==> src/rtl/tsm_pkg.sv <==
package tsm_pkg;
  // Action chosen by the merge decision in one cycle.
  typedef enum logic [2:0] {
    ACT_IDLE,    // nothing to do
    ACT_DROP,    // duplicate marker consumed, no output
    ACT_MARK,    // marker consumed and sent
    ACT_INSERT,  // marker inserted ahead of a hit, hit stays
    ACT_HIT      // hit consumed and sent
  } tsm_act_e;

  function automatic int unsigned wider(input int unsigned a, input int unsigned b);
    return (a > b) ? a : b;
  endfunction
endpackage

==> src/rtl/tsm_rst_sync.sv <==
module tsm_rst_sync (
  input  logic clk,
  input  logic rst_n,
  output logic srst_n
);
  logic [1:0] sync_q;

  always_ff @(posedge clk or negedge rst_n) begin
    if (!rst_n) sync_q <= 2'b00;
    else        sync_q <= {sync_q[0], 1'b1};
  end

  assign srst_n = sync_q[1];
endmodule

==> src/rtl/tsm_lane.sv <==
// Per-input epoch tracker and sort key builder.
module tsm_lane #(
  parameter int unsigned EPOCH_W = 8,
  parameter int unsigned OFFS_W  = 10,
  parameter int unsigned FIELD_W = 10,
  localparam int unsigned KEY_W  = EPOCH_W + 1 + OFFS_W
) (
  input  logic               clk,
  input  logic               rst_n,
  input  logic               rec_mark,
  input  logic [FIELD_W-1:0] rec_field,
  input  logic               take,
  output logic [KEY_W-1:0]   key
);
  logic [EPOCH_W-1:0] ep_q, ep_d;

  always_comb begin
    ep_d = ep_q;
    if (take && rec_mark) ep_d = rec_field[EPOCH_W-1:0];
  end

  always_ff @(posedge clk or negedge rst_n) begin
    if (!rst_n) ep_q <= '0;
    else        ep_q <= ep_d;
  end

  // Marker for E sorts ahead of every hit of E: kind bit 0 before 1.
  assign key = rec_mark ? {rec_field[EPOCH_W-1:0], 1'b0, {OFFS_W{1'b0}}}
                        : {ep_q, 1'b1, rec_field[OFFS_W-1:0]};
endmodule

==> src/rtl/tsm_pick.sv <==
// Earliest-key selection; strict compare keeps the lowest index on ties.
module tsm_pick #(
  parameter int unsigned NUM_IN = 3,
  parameter int unsigned KEY_W  = 19,
  localparam int unsigned IDX_W = (NUM_IN > 1) ? $clog2(NUM_IN) : 1
) (
  input  logic [NUM_IN-1:0]       cand,
  input  logic [NUM_IN*KEY_W-1:0] keys,
  output logic                    any,
  output logic [IDX_W-1:0]        idx,
  output logic [KEY_W-1:0]        best
);
  always_comb begin
    any  = 1'b0;
    idx  = '0;
    best = '0;
    for (int i = 0; i < NUM_IN; i++) begin
      if (cand[i] && (!any || keys[i*KEY_W +: KEY_W] < best)) begin
        any  = 1'b1;
        idx  = IDX_W'(i);
        best = keys[i*KEY_W +: KEY_W];
      end
    end
  end
endmodule

==> src/rtl/tsm_merge.sv <==
module tsm_merge
  import tsm_pkg::*;
#(
  parameter int unsigned NUM_IN  = 3,
  parameter int unsigned EPOCH_W = 8,
  parameter int unsigned OFFS_W  = 10,
  parameter int unsigned CHAN_W  = 6,
  localparam int unsigned IDX_W   = (NUM_IN > 1) ? $clog2(NUM_IN) : 1,
  localparam int unsigned FIELD_W = wider(EPOCH_W, OFFS_W),
  localparam int unsigned KEY_W   = EPOCH_W + 1 + OFFS_W,
  localparam int unsigned GCH_W   = IDX_W + CHAN_W
) (
  input  logic                      clk,
  input  logic                      rst_n,
  input  logic [NUM_IN-1:0]         in_valid,
  output logic [NUM_IN-1:0]         in_ready,
  input  logic [NUM_IN-1:0]         in_mark,
  input  logic [NUM_IN*FIELD_W-1:0] in_field,
  input  logic [NUM_IN*CHAN_W-1:0]  in_chan,
  output logic                      out_valid,
  input  logic                      out_ready,
  output logic                      out_mark,
  output logic [FIELD_W-1:0]        out_field,
  output logic [GCH_W-1:0]          out_chan
);
  logic srst_n;
  tsm_rst_sync u_rst (.clk(clk), .rst_n(rst_n), .srst_n(srst_n));

  // Per-input lanes
  logic [NUM_IN*KEY_W-1:0] keys;
  for (genvar g = 0; g < NUM_IN; g++) begin : g_lane
    tsm_lane #(.EPOCH_W(EPOCH_W), .OFFS_W(OFFS_W), .FIELD_W(FIELD_W)) u_lane (
      .clk      (clk),
      .rst_n    (srst_n),
      .rec_mark (in_mark[g]),
      .rec_field(in_field[g*FIELD_W +: FIELD_W]),
      .take     (in_ready[g]),
      .key      (keys[g*KEY_W +: KEY_W])
    );
  end

  logic             any;
  logic [IDX_W-1:0] win;
  logic [KEY_W-1:0] win_key;
  tsm_pick #(.NUM_IN(NUM_IN), .KEY_W(KEY_W)) u_pick (
    .cand(in_valid), .keys(keys), .any(any), .idx(win), .best(win_key)
  );

  logic [EPOCH_W-1:0] win_ep;
  logic [OFFS_W-1:0]  win_off;
  logic               win_is_hit;
  logic [CHAN_W-1:0]  win_chan;
  assign win_ep     = win_key[KEY_W-1 -: EPOCH_W];
  assign win_is_hit = win_key[OFFS_W];
  assign win_off    = win_key[OFFS_W-1:0];
  assign win_chan   = in_chan[win*CHAN_W +: CHAN_W];

  // State: output register and last epoch sent
  logic               ov_q, ov_d, om_q, om_d;
  logic [FIELD_W-1:0] of_q, of_d;
  logic [GCH_W-1:0]   oc_q, oc_d;
  logic [EPOCH_W-1:0] ep_q, ep_d;
  logic               seen_q, seen_d;
  logic               can_issue, take;
  tsm_act_e           act;

  assign can_issue = srst_n && (!ov_q || out_ready);

  always_comb begin
    act = ACT_IDLE;
    if (can_issue && any) begin
      if (!win_is_hit) act = (!seen_q || win_ep > ep_q) ? ACT_MARK : ACT_DROP;
      else             act = (!seen_q || win_ep != ep_q) ? ACT_INSERT : ACT_HIT;
    end
    take = (act == ACT_DROP) || (act == ACT_MARK) || (act == ACT_HIT);
  end

  always_comb begin
    for (int i = 0; i < NUM_IN; i++) in_ready[i] = take && (win == IDX_W'(i));
  end

  always_comb begin
    ov_d   = ov_q && !out_ready;
    om_d   = om_q;
    of_d   = of_q;
    oc_d   = oc_q;
    ep_d   = ep_q;
    seen_d = seen_q;
    unique case (act)
      ACT_MARK, ACT_INSERT: begin
        ov_d   = 1'b1;
        om_d   = 1'b1;
        of_d   = FIELD_W'(win_ep);
        oc_d   = '0;
        ep_d   = win_ep;
        seen_d = 1'b1;
      end
      ACT_HIT: begin
        ov_d = 1'b1;
        om_d = 1'b0;
        of_d = FIELD_W'(win_off);
        oc_d = {win, win_chan};
      end
      default: ;
    endcase
  end

  always_ff @(posedge clk or negedge srst_n) begin
    if (!srst_n) begin
      ov_q   <= 1'b0;
      om_q   <= 1'b0;
      of_q   <= '0;
      oc_q   <= '0;
      ep_q   <= '0;
      seen_q <= 1'b0;
    end else begin
      ov_q   <= ov_d;
      om_q   <= om_d;
      of_q   <= of_d;
      oc_q   <= oc_d;
      ep_q   <= ep_d;
      seen_q <= seen_d;
    end
  end

  assign out_valid = ov_q;
  assign out_mark  = om_q;
  assign out_field = of_q;
  assign out_chan  = oc_q;
endmodule

==> config.mk <==
export PLATFORM = sky130hd
export DESIGN_NAME = tsm_merge
export DESIGN_NICKNAME = d
export VERILOG_FILES = /design/src/rtl/tsm_pkg.sv /design/src/rtl/tsm_rst_sync.sv /design/src/rtl/tsm_lane.sv /design/src/rtl/tsm_pick.sv /design/src/rtl/tsm_merge.sv
export SDC_FILE = /design/constraint.sdc
export NUM_CORES = 1
export LEC_CHECK = 0
export BUFFER_PORTS_ARGS = -buffer_cell sky130_fd_sc_hd__buf_2
export CORE_UTILIZATION = 40
export CTS_BUF_LIST = sky130_fd_sc_hd__clkbuf_8
export DETAILED_ROUTE_END_ITERATION = 12
export HOLD_SLACK_MARGIN = 0.06
export PLACE_DENSITY = 0.69
export SLEW_MARGIN = 20
export SYNTH_ARGS = -nofsm -noshare
export SYNTH_HDL_FRONTEND = slang
export SYNTH_SLANG_ARGS = --single-unit
export TNS_END_PERCENT = 100
==> constraint.sdc <==
create_clock -name clk -period 7.1 [get_ports clk]
set_input_delay 0.355 -clock clk [delete_from_list [all_inputs] [get_ports clk]]
set_output_delay 0.355 -clock clk [all_outputs]
set_load 0.02 [all_outputs]
==> results of run 1 <==
[stage by stage]
stage / util, % / hold WS (ps) / total power (W) / setup TNS (ps)
global route: 48.2 / 261 / 0.00177 / -15.8
detailed placement: 46.7 / 143 / 0.00143 / -938
global placement: 46.7 / 139 / 0.00141 / 0
floorplan: - / 59.4 / 0.00117 / 0
finish: 48.2 / 267 / 0.00164 / 0
CTS: 47.6 / 260 / 0.00162 / 0
[power groups by stage]
stage / clock (W) / sequential, W / combinational (W)
2_1_floorplan: 0 / 0.000512 / 0.000658
3_3_place_gp: 0 / 0.000485 / 0.000924
3_5_place_dp: 0 / 0.000490 / 0.000943
4_1_cts: 0.000191 / 0.000484 / 0.000948
5_1_grt: 0.000202 / 0.000498 / 0.00107
6_report: 0.000187 / 0.000484 / 0.000971
[cell type report]
cell class	instances	area (um2)	area share, %
Multi-Input combinational cell	332	2880	54.6
Sequential cell	55	1380	26.2
Timing Repair Buffer	99	563	10.7
Inverter	49	188	3.56
Tap cell	140	175	3.33
Clock buffer	5	68.8	1.31
Clock inverter	3	18.8	0.356
[worst register-to-register path, delay by kind of cell (launching register included)]
| family | cells | cell delay [ps] |
|---|---|---|
| fa+ha+maj | 3 | 810 |
| simple gates | 7 | 1180 |
| compound gates | 11 | 2200 |
| mux | 3 | 840 |
| flops | 1 | 420 |
| buf+inv | 6 | 920 |
[sequential cells by signal, indices dropped and copies added, names as in the netlist]
signal,flops
out_valid,1
out_mark,1
ep_q,8
out_chan,8
seen_q,1
out_field,10
g_lane.u_lane.ep_q,24
u_rst.sync_q,2
[worst min-delay path by stage]
stage | from | endpoint | slack [ps]
detailed placement | rst_n | u_rst.sync_q[0] | 140
global route | in_field[7] | g_lane[0].u_lane.ep_q[7] | 260
floorplan | rst_n | u_rst.sync_q[0] | 60
finish | in_field[7] | g_lane[0].u_lane.ep_q[7] | 270
global placement | rst_n | u_rst.sync_q[0] | 140
CTS | in_field[7] | g_lane[0].u_lane.ep_q[7] | 260
[cells in the final DEF, fill, tap and decap left out, drive strengths merged, types with 2 or more instances in the layout]
cell / instances
a21oi: 20
or2: 2
nor2b: 14
nand4: 6
mux2i: 44
clkinv: 2
nor4: 3
o22ai: 2
a211oi: 3
dfrtp: 55
a22oi: 2
o311ai: 2
nand3: 3
nand2b: 3
nand2: 42
ha: 44
o2bb2ai: 11
o31ai: 7
o211ai: 4
nand3b: 2
o21ai: 23
nor2: 11
o21a: 3
and4: 3
o32ai: 2
mux2: 52
o221ai: 8
a21o: 3
buf: 97
clkbuf: 6
inv: 49
[Yosys cell counts, drive strengths merged, types with 2 or more instances]
cell type	n
nor2	11
nor4	3
clkbuf	4
o2bb2ai	11
o221ai	8
nand3	3
o22ai	2
ha	44
o211ai	4
nand3b	2
a21o	3
a21oi	20
mux2	52
o32ai	2
o21ai	23
a22oi	2
o31ai	7
nand4	6
nand2	42
and4	3
nor2b	14
or2	2
inv	48
buf	17
nand2b	3
o21a	3
a211oi	3
mux2i	44
dfrtp	55
o311ai	2
[repair_timing]
item                       in CTS  in global routing
resized for setup               0                  9
hold endpoints to repair        2                  0
setup endpoints to repair       0                 31
setup buffers                   0                  3
hold buffers                    1                  0
[routing by layer]
metal | up-vias | global-route usage [%] | wire length (um)
li1 | 1826 | - | -
met1 | 1778 | 27.5 | 5590
met3 | 12 | 2.71 | 441
met4 | 0 | 5.60 | 176
met2 | 94 | 36.7 | 5620
met5 | - | 0 | 0
[cell families after synthesis]
logic type,after synthesis
DFF,55
other,1
adders and majority gates,44
muxes,96
and+or+nand+nor,93
buffers and inverters,70
AOI/OAI and AO/OA,98
==> impl_metrics.ini, run 1 <==
[sta]
fin_worst_skew_ps = 7.48
timing_hold_violations_final = 0
slew_headroom_pct = 53.2
slew_viol_final = 0
fmax_mhz = 149
worst-slew-pin-transition_ps = 702
layout_worst_path_cycle_share_pct = 94.8
finalWorstPathRequiredPeriod_ps = 6730
report.final.setup_viol = 0
post-route-worst-setup-slack_ps = 371

[setup_path]
cp_slowest_cell = dfrtp_1
crit-reg2reg-capture = out_field[1]
cp.required_ps = 6740
timing_worst_setup_path_type = register to output port
cp_num_buf_inv = 6
timing.critical_path.from_type = register
crit_cells = 27
worstReg2RegStart = g_lane[1].u_lane.ep_q[7]
timing.reg2reg.worst_path_depth = 30
critical_path.endpoint = in_ready[0]
timing.critical_path.slowest_cell_delay_ps = 420
rrSetupSlack_ps = 590
path_delay_family = simple AND/OR/NAND/NOR gates
timing_startpoint_of_the_critical_path = g_lane[1].u_lane.ep_q[7]
cp_data_arrival_time_ps = 6370
setup.worst_path.end_class = output port
crit_path_max_fanout = 11

[synth]
post_synth_inst_count = 457
post_synth_and_or_nand_nor_area_fraction_pct = 10.7
yosysSeqAreaShare_pct = 30.4
postSynthAreaPerCell_um2 = 9.90
synth-edff-count = 0
netlist-cell-type-count = 58
synth-async-reset-ratio_pct = 100
synth_ff_type = dfrtp_1
largest_family_of_logic_cells_by_synthesized_area = multiplexers
synth_compound_area_share_pct = 17.0
synth-xor-area-share_pct = 0
synthAdderAreaFrac_pct = 12.2
yosysTopAreaCell = dfrtp_1
synthTopCellsByArea = dfrtp_1, ha_1, mux2_2, mux2i_1, inv_1
synth_nets = 558
synthDominantCellAreaShare_pct = 30.4
syn-cell-area_um2 = 4520
yosysWarnings = 0
portion_of_netlist_area_occupied_by_mux_cells_pct = 22.7
synth-seq-cells = 55

[detailed_routing]
detail_route.first_pass.iterations = 4
initialDrtViolationCount = 211
route.detailed.drc = 0
wl_per_cell_um = 17.3
route.antenna.remaining_nets = 0
drt_wl_total_mm = 11.8
route.detailed.vias_per_inst = 5.43
routed-via-count = 3710

[placed_design]
dp_cells = 671
hpwlAfterDp_mm = 9.61
number_of_input_and_output_port_buffers_inserted = 79
dp_worst_setup_slack_ps = -140
place_area_um2 = 5110
routabilityCongestion = 0.925

[power]
p_comb_share_pct = 59.1
switching_power_w = 0.000702
max-vdd-ir-drop_uv = 143
power.clock.fraction_pct = 11.4
pwr-share-seq_pct = 29.5
cellPowerDensity_nw_per_um2 = 312
netSwitchingFraction_pct = 42.8
p_int_w = 0.000939
power.leakage_nw = 2.60

[global_route]
number_of_antenna_violations_at_the_first_check_in_global_routing = 0
track_usage_pct = 21.1
grt_max_degree = 55
grt_pass1_vias = 3689
grt_overflow = 0
first_pass_grt_wire_length_mm = 18.9

[final_layout]
final_area_um2 = 5270
areaGrowthSynthToFinish_pct = 16.4
fillCellCount = 1032
layout.cells.non_filler = 683
post_route_cells_drive_above_1_share_pct = 32.2
final_net_count = 643
antenna_diode_count = 0

[min_path]
hold_path.class = primary input to register
worst_hold_path_cell_count = 2

[clock_tree]
htree_num_levels = 2
cts-buffers-inserted = 5
clk_latency_ps = 330
clock_path_buffers = 2
cts-root-buf = clkbuf_8
cts_tree = yes
cts.reportedPaths.clkPinSlew_ps = 100
clkSinkCount = 55

[floorplan]
die_width_um = 108
std_cell_rows = 38
design.core.area_um2 = 10900
initial_utilization_pct = 41.4
fp.dieArea_um2 = 11700
pin_count = 80
die_height_um = 108

[flow_run]
number_of_max_capacitance_violations_reported = 0

[outcome]
outcome = complete, no violations
(Power assumes the default switching activity.)
==> inputs of run 2 (changes only) <==
- CELL_PAD_IN_SITES_DETAIL_PLACEMENT: default -> 1
- CELL_PAD_IN_SITES_GLOBAL_PLACEMENT: default -> 2
- CORE_UTILIZATION: 40 -> 37
- PLACE_DENSITY: 0.69 -> 0.93
==> run 2 against run 1 <==
- combinational power up 2.9%
- final area rose by 1.4%
- sequential share of layout area decreased by 0.36 points
- global-route usage is 0.30 points higher
- non-clock buffer count is 4 higher
- die area is 8.0% higher
- hold slack better by 12 ps
- first-iteration DRC count is 21% lower
- clock skew decreased by 2.3 ps
- count of clock-buffer cells in the layout unchanged
- largest power group unchanged
- highest routed layer unchanged
==> impl_metrics.ini, run 2 (synthesized netlist as in run 1, its figures left out) <==
[outcome]
outcome = complete, no violations

[final_layout]
areaGrowthSynthToFinish_pct = 18.0
final_net_count = 647
layout_common_cells = buf_2, dfrtp_1, inv_1
antenna_diode_count = 0
post_route_cells_drive_above_1_share_pct = 32.9
final_common_cell = buf_2
number_of_flip_flops_under_the_largest_register_name = 24
largest-register = g_lane.u_lane.ep_q

[floorplan]
initial_utilization_pct = 37.8
pin_count = 80
die_width_um = 113
die_height_um = 113
design.core.area_um2 = 12000
fp.dieArea_um2 = 12700
std_cell_rows = 40

[placed_design]
hpwlAfterDp_mm = 10.5
routabilityCongestion = 0.895
number_of_input_and_output_port_buffers_inserted = 79

[clock_tree]
clk_latency_ps = 320
clkSinkCount = 55
htree_num_levels = 2
cts-root-buf = clkbuf_8
cts_tree = yes
cts-buffers-inserted = 5
cts.reportedPaths.clkPinSlew_ps = 100
clock_path_buffers = 2

[setup_path]
setup.worst_path.end_class = output port
cp.required_ps = 6740
timing_worst_setup_path_type = primary input to output port
timing.critical_path.slowest_cell_delay_ps = 430
cp_data_arrival_time_ps = 6380
cp_num_buf_inv = 6
cp_slowest_cell = nor4_2
path_delay_family = simple AND/OR/NAND/NOR gates
crit_path_max_fanout = 15
timing.critical_path.from_type = primary input

[sta]
finalWorstPathRequiredPeriod_ps = 6740
slew_viol_final = 0
report.final.setup_viol = 0
totalNegativeSetupSlack_ps = 0
worst-slew-pin-transition_ps = 788
layout_worst_path_cycle_share_pct = 94.9
fmax_mhz = 148
timing_hold_violations_final = 0
slew_headroom_pct = 47.1
fin_worst_skew_ps = 5.20

[detailed_routing]
wl_per_cell_um = 18.5
route.detailed.vias_per_inst = 5.47
initialDrtViolationCount = 167
route.antenna.remaining_nets = 0
route.detailed.drc = 0
drt_wl_total_mm = 12.8
routed-via-count = 3794
detail_route.first_pass.iterations = 4

[power]
total_power_draw_w = 0.00170
power.leakage_nw = 2.63
cellPowerDensity_nw_per_um2 = 319
max-vdd-ir-drop_uv = 112

[global_route]
number_of_antenna_violations_at_the_first_check_in_global_routing = 0
track_usage_pct = 21.4
grt_pass1_vias = 4173
grt_overflow = 0
grt_max_degree = 55
first_pass_grt_wire_length_mm = 21.4

[min_path]
hold_path.class = primary input to register

[flow_run]
number_of_max_capacitance_violations_reported = 0
[run 2: final timing paths]
kind | startpoint | end | slack (ps) | cells after the start
max | in_mark[1] | in_ready[0] | 360 | 27
min | in_field[1] | g_lane[0].u_lane.ep_q[1] | 280 | 2
max reg2reg | g_lane[1].u_lane.ep_q[3] | out_mark | 460 | 26
min reg2reg | u_rst.sync_q[0] | u_rst.sync_q[1] | 360 | 0
max in group asynchronous | u_rst.sync_q[1] | g_lane[1].u_lane.ep_q[7] | 6230 | 1
min in group asynchronous | rst_n | u_rst.sync_q[1] | 330 | 2
[run 2: repair_timing]
item,CTS,global route
pin swaps,0,2
hold buffers,1,0
resized for setup,1,9
endpoints found under the hold margin,2,0
endpoints found under the setup margin,5,31
buffers inserted,0,1
[run 2: cell type report]
cell class | count | area (um2)
inverter | 49 | 188
sequential | 55 | 1380
timing repair buffer | 103 | 593
fill | 1398 | 6620
clock inverter | 3 | 43.8
tap | 147 | 184
multi-input combinational | 332 | 2880
clock buffer | 5 | 68.8
[run 2: per-stage QoR]
| step | worst slack (ps) | utilization, % | hold WS [ps] | std cells | instance area (um2) |
|---|---|---|---|---|---|
| 6_report | 364 | 44.6 | 278 | 694 | 5340 |
| 2_1_floorplan | 127 | - | 59.4 | 457 | 4520 |
| 5_1_grt | -19.1 | 44.6 | 280 | 694 | 5340 |
| 3_3_place_gp | -11.6 | 43.2 | 139 | 684 | 5160 |
| 3_5_place_dp | -397 | 43.2 | 143 | 684 | 5160 |
| 4_1_cts | 50.6 | 44.2 | 269 | 693 | 5290 |
[run 2: routing by layer]
layer	global-route usage (%)	wire length [um]	vias up
li1	-	-	1825
met4	7.73	359	0
met5	0	0	-
met2	38.5	6490	94
met3	2.59	381	23
met1	26.2	5590	1852
[run 2: report_power, final]
group / leakage, nW / total (W) / switching (W) / internal [W]
Sequential: 0.679 / 0.000486 / 0.0000545 / 0.000432
Clock: 0.0581 / 0.000216 / 0.000111 / 0.000105
Combinational: 1.89 / 0.000999 / 0.000550 / 0.000448
Total: 2.63 / 0.00170 / 0.000715 / 0.000985
==> inputs of run 3 (changes only) <==
- ABC_AREA: default -> 1
- CORE_UTILIZATION: 37 -> 32
- PLACE_DENSITY: 0.93 -> 0.92
==> run 3 against run 2 <==
- via count grew 14%
- maximum frequency grew 5.6%
- largest power group unchanged
- non-clock buffer count shrank 21
- global-route usage shrank 0.96 points
- critical path type unchanged
- wire length grew 5.9%
- area after synthesis shrank 4.1%
- critical path depth grew 7
- die area grew 11%
==> impl_metrics.ini, run 3 <==
[outcome]
outcome = complete, no violations

[clock_tree]
cts.reportedPaths.clkPinSlew_ps = 110
postCtsSetupBuffers = 0
clock_path_buffers = 2
cts-buffers-inserted = 5
cts_tree = yes
clkSinkCount = 55
clk_latency_ps = 340
cts-root-buf = clkbuf_8
htree_num_levels = 2

[sta]
layout_worst_path_cycle_share_pct = 89.8
worst-slew-pin-transition_ps = 707
fin_worst_skew_ps = 7.62
post-route-worst-setup-slack_ps = 724
slew_headroom_pct = 52.9
timing_hold_violations_final = 0
fmax_mhz = 157
finalWorstPathRequiredPeriod_ps = 6380
grt_setup_unrepaired = false
totalNegativeSetupSlack_ps = 0
report.final.setup_viol = 0
slew_viol_final = 0

[global_route]
grt_overflow = 0
grt_max_degree = 55
track_usage_pct = 20.5
number_of_antenna_violations_at_the_first_check_in_global_routing = 0
first_pass_grt_wire_length_mm = 22.9
grt_pass1_vias = 4593

[final_layout]
areaGrowthSynthToFinish_pct = 14.4
final_net_count = 809
final_common_cell = nand2_1
antenna_diode_count = 0
largest-register = g_lane.u_lane.ep_q
number_of_flip_flops_under_the_largest_register_name = 24
layout_common_cells = nand2_1, buf_2, inv_1, o21ai_0, dfrtp_1
post_route_cells_drive_above_1_share_pct = 16.8

[detailed_routing]
route.detailed.vias_per_inst = 4.91
routed-via-count = 4342
route.antenna.remaining_nets = 0
wl_per_cell_um = 15.3
drt_wl_total_mm = 13.6
initialDrtViolationCount = 184
detail_route.first_pass.iterations = 4
route.detailed.drc = 0

[power]
p_comb_share_pct = 52.5
netSwitchingFraction_pct = 47.4
power.leakage_nw = 2.77
max-vdd-ir-drop_uv = 90.3
pwr-share-seq_pct = 33.6
switching_power_w = 0.000667
p_int_w = 0.000741
power.clock.fraction_pct = 13.9
cellPowerDensity_nw_per_um2 = 283

[setup_path]
cp_slowest_cell = o21ai_0
cp.required_ps = 6740
timing.critical_path.slowest_cell_delay_ps = 420
timing.critical_path.from_type = primary input
setup.worst_path.end_class = output port
crit_path_max_fanout = 30
critical_path.most_common_cell = nand2_1
cp_data_arrival_time_ps = 6020
timing_worst_setup_path_type = primary input to output port

[synth]
yosysWarnings = 0
post_synth_inst_count = 640
synthTopCellsByArea = dfrtp_1, nand2_1, ha_1, o21ai_0, inv_1
ys_top_cells_by_count = nand2_1, o21ai_0, inv_1
syn-cell-area_um2 = 4340
synth-seq-cells = 55
yosysSeqAreaShare_pct = 31.7
yosysTopAreaCell = dfrtp_1
synthDominantCellAreaShare_pct = 31.7
postSynthAreaPerCell_um2 = 6.78
synth_nets = 741
synth-async-reset-ratio_pct = 100
synthMostInstantiatedCell = nand2_1
netlist-cell-type-count = 34
synth-edff-count = 0
synth_ff_type = dfrtp_1

[floorplan]
fp.dieArea_um2 = 14000
die_width_um = 118
design.core.area_um2 = 13200
std_cell_rows = 42
initial_utilization_pct = 32.8
die_height_um = 118
pin_count = 80

[placed_design]
hpwlAfterDp_mm = 11.3
number_of_input_and_output_port_buffers_inserted = 79
routabilityCongestion = 0.877
dp_worst_setup_slack_ps = 424

[flow_run]
number_of_max_capacitance_violations_reported = 0

[min_path]
hold_path.class = primary input to register
[run 3: cell types whose count changed in the layout (fill, tap and decap cells not counted), moves of 6 or more]
cell and delta:
nand2_1 +216, mux2_2 -44, mux2i_1 -44, nor2_1 +39
o21ai_0 +39, buf_4 -20, nand3_1 +19, nor2b_1 -14
inv_1 +12, o2bb2ai_1 -11, mux2_1 -8, o31ai_1 -6
[run 3: kinds of logic (layout without fill, tap and decap cells)]
| group | after synthesis | after routing | share of synthesized area [%] |
|---|---|---|---|
| fa+ha+maj | 44 | 44 | 12.7 |
| compound gates | 91 | 91 | 10.9 |
| buf+inv | 86 | 155 | 8.48 |
| other cells | 1 | 1 | 0.0864 |
| simple gates | 363 | 363 | 36.1 |
| flops | 55 | 55 | 31.7 |
[run 3: area by class of cell]
type                       instances  area [um2]
multi-input combinational        499        2610
tap                              176         220
clock buffer                       5        68.8
fill                            1761        8280
timing repair buffer              82         420
inverter                          65         246
clock inverter                     3        27.5
sequential                        55        1380
[run 3: worst max-delay path, delay by kind of cell]
kind | cells | cell delay (ps)
AOI/OAI and AO/OA | 3 | 900
and+or+nand+nor | 21 | 2740
buffers and inverters | 7 | 1150
adders and majority gates | 3 | 850
[run 3: layer usage]
layer  up-vias  global-route usage (%)  wire length, um
li1       2176                       -                -
met1      2085                    25.0             5970
met2        63                    37.2             6900
met3        18                    2.80              405
met4         0                    5.85              294
met5         -                       0                0
[run 3: power by group through the flow]
| stage | combinational, W | clock [W] | sequential (W) |
|---|---|---|---|
| 2_1_floorplan | 0.000514 | 0 | 0.000501 |
| 3_3_place_gp | 0.000700 | 0 | 0.000475 |
| 3_5_place_dp | 0.000739 | 0 | 0.000481 |
| 4_1_cts | 0.000742 | 0.000207 | 0.000474 |
| 5_1_grt | 0.000846 | 0.000217 | 0.000487 |
| 6_report | 0.000739 | 0.000196 | 0.000473 |
[run 3: through the flow]
| step | total power, W | hold slack, ps | area (um2) | utilization (%) | cells |
|---|---|---|---|---|---|
| 5_1_grt | 0.00155 | 186 | 4970 | 37.5 | 885 |
| 3_3_place_gp | 0.00118 | 140 | 4850 | 36.6 | 876 |
| 2_1_floorplan | 0.00101 | 59.4 | 4340 | - | 640 |
| 3_5_place_dp | 0.00122 | 141 | 4850 | 36.6 | 876 |
| 4_1_cts | 0.00142 | 185 | 4950 | 37.4 | 885 |
| 6_report | 0.00141 | 193 | 4970 | 37.5 | 885 |
[run 3: path summary, 6_finish.rpt]
path | from | endpoint | slack [ps] | cells past startpoint
worst max-delay path | in_mark[0] | in_ready[1] | 720 | 34
worst min-delay path | out_ready | out_valid | 190 | 2
worst max register to register | g_lane[0].u_lane.ep_q[1] | ep_q[5] | 1280 | 36
worst min register to register | u_rst.sync_q[0] | u_rst.sync_q[1] | 370 | 0
max in group asynchronous | u_rst.sync_q[1] | g_lane[1].u_lane.ep_q[5] | 6230 | 1
min in group asynchronous | rst_n | u_rst.sync_q[1] | 310 | 2
[run 3: timing repair]
| action | CTS | global route |
|---|---|---|
| gates resized for setup | 0 | 9 |
| endpoints found under the setup margin | 0 | 3 |
| hold buffers | 1 | 0 |
| hold endpoints to repair | 2 | 0 |
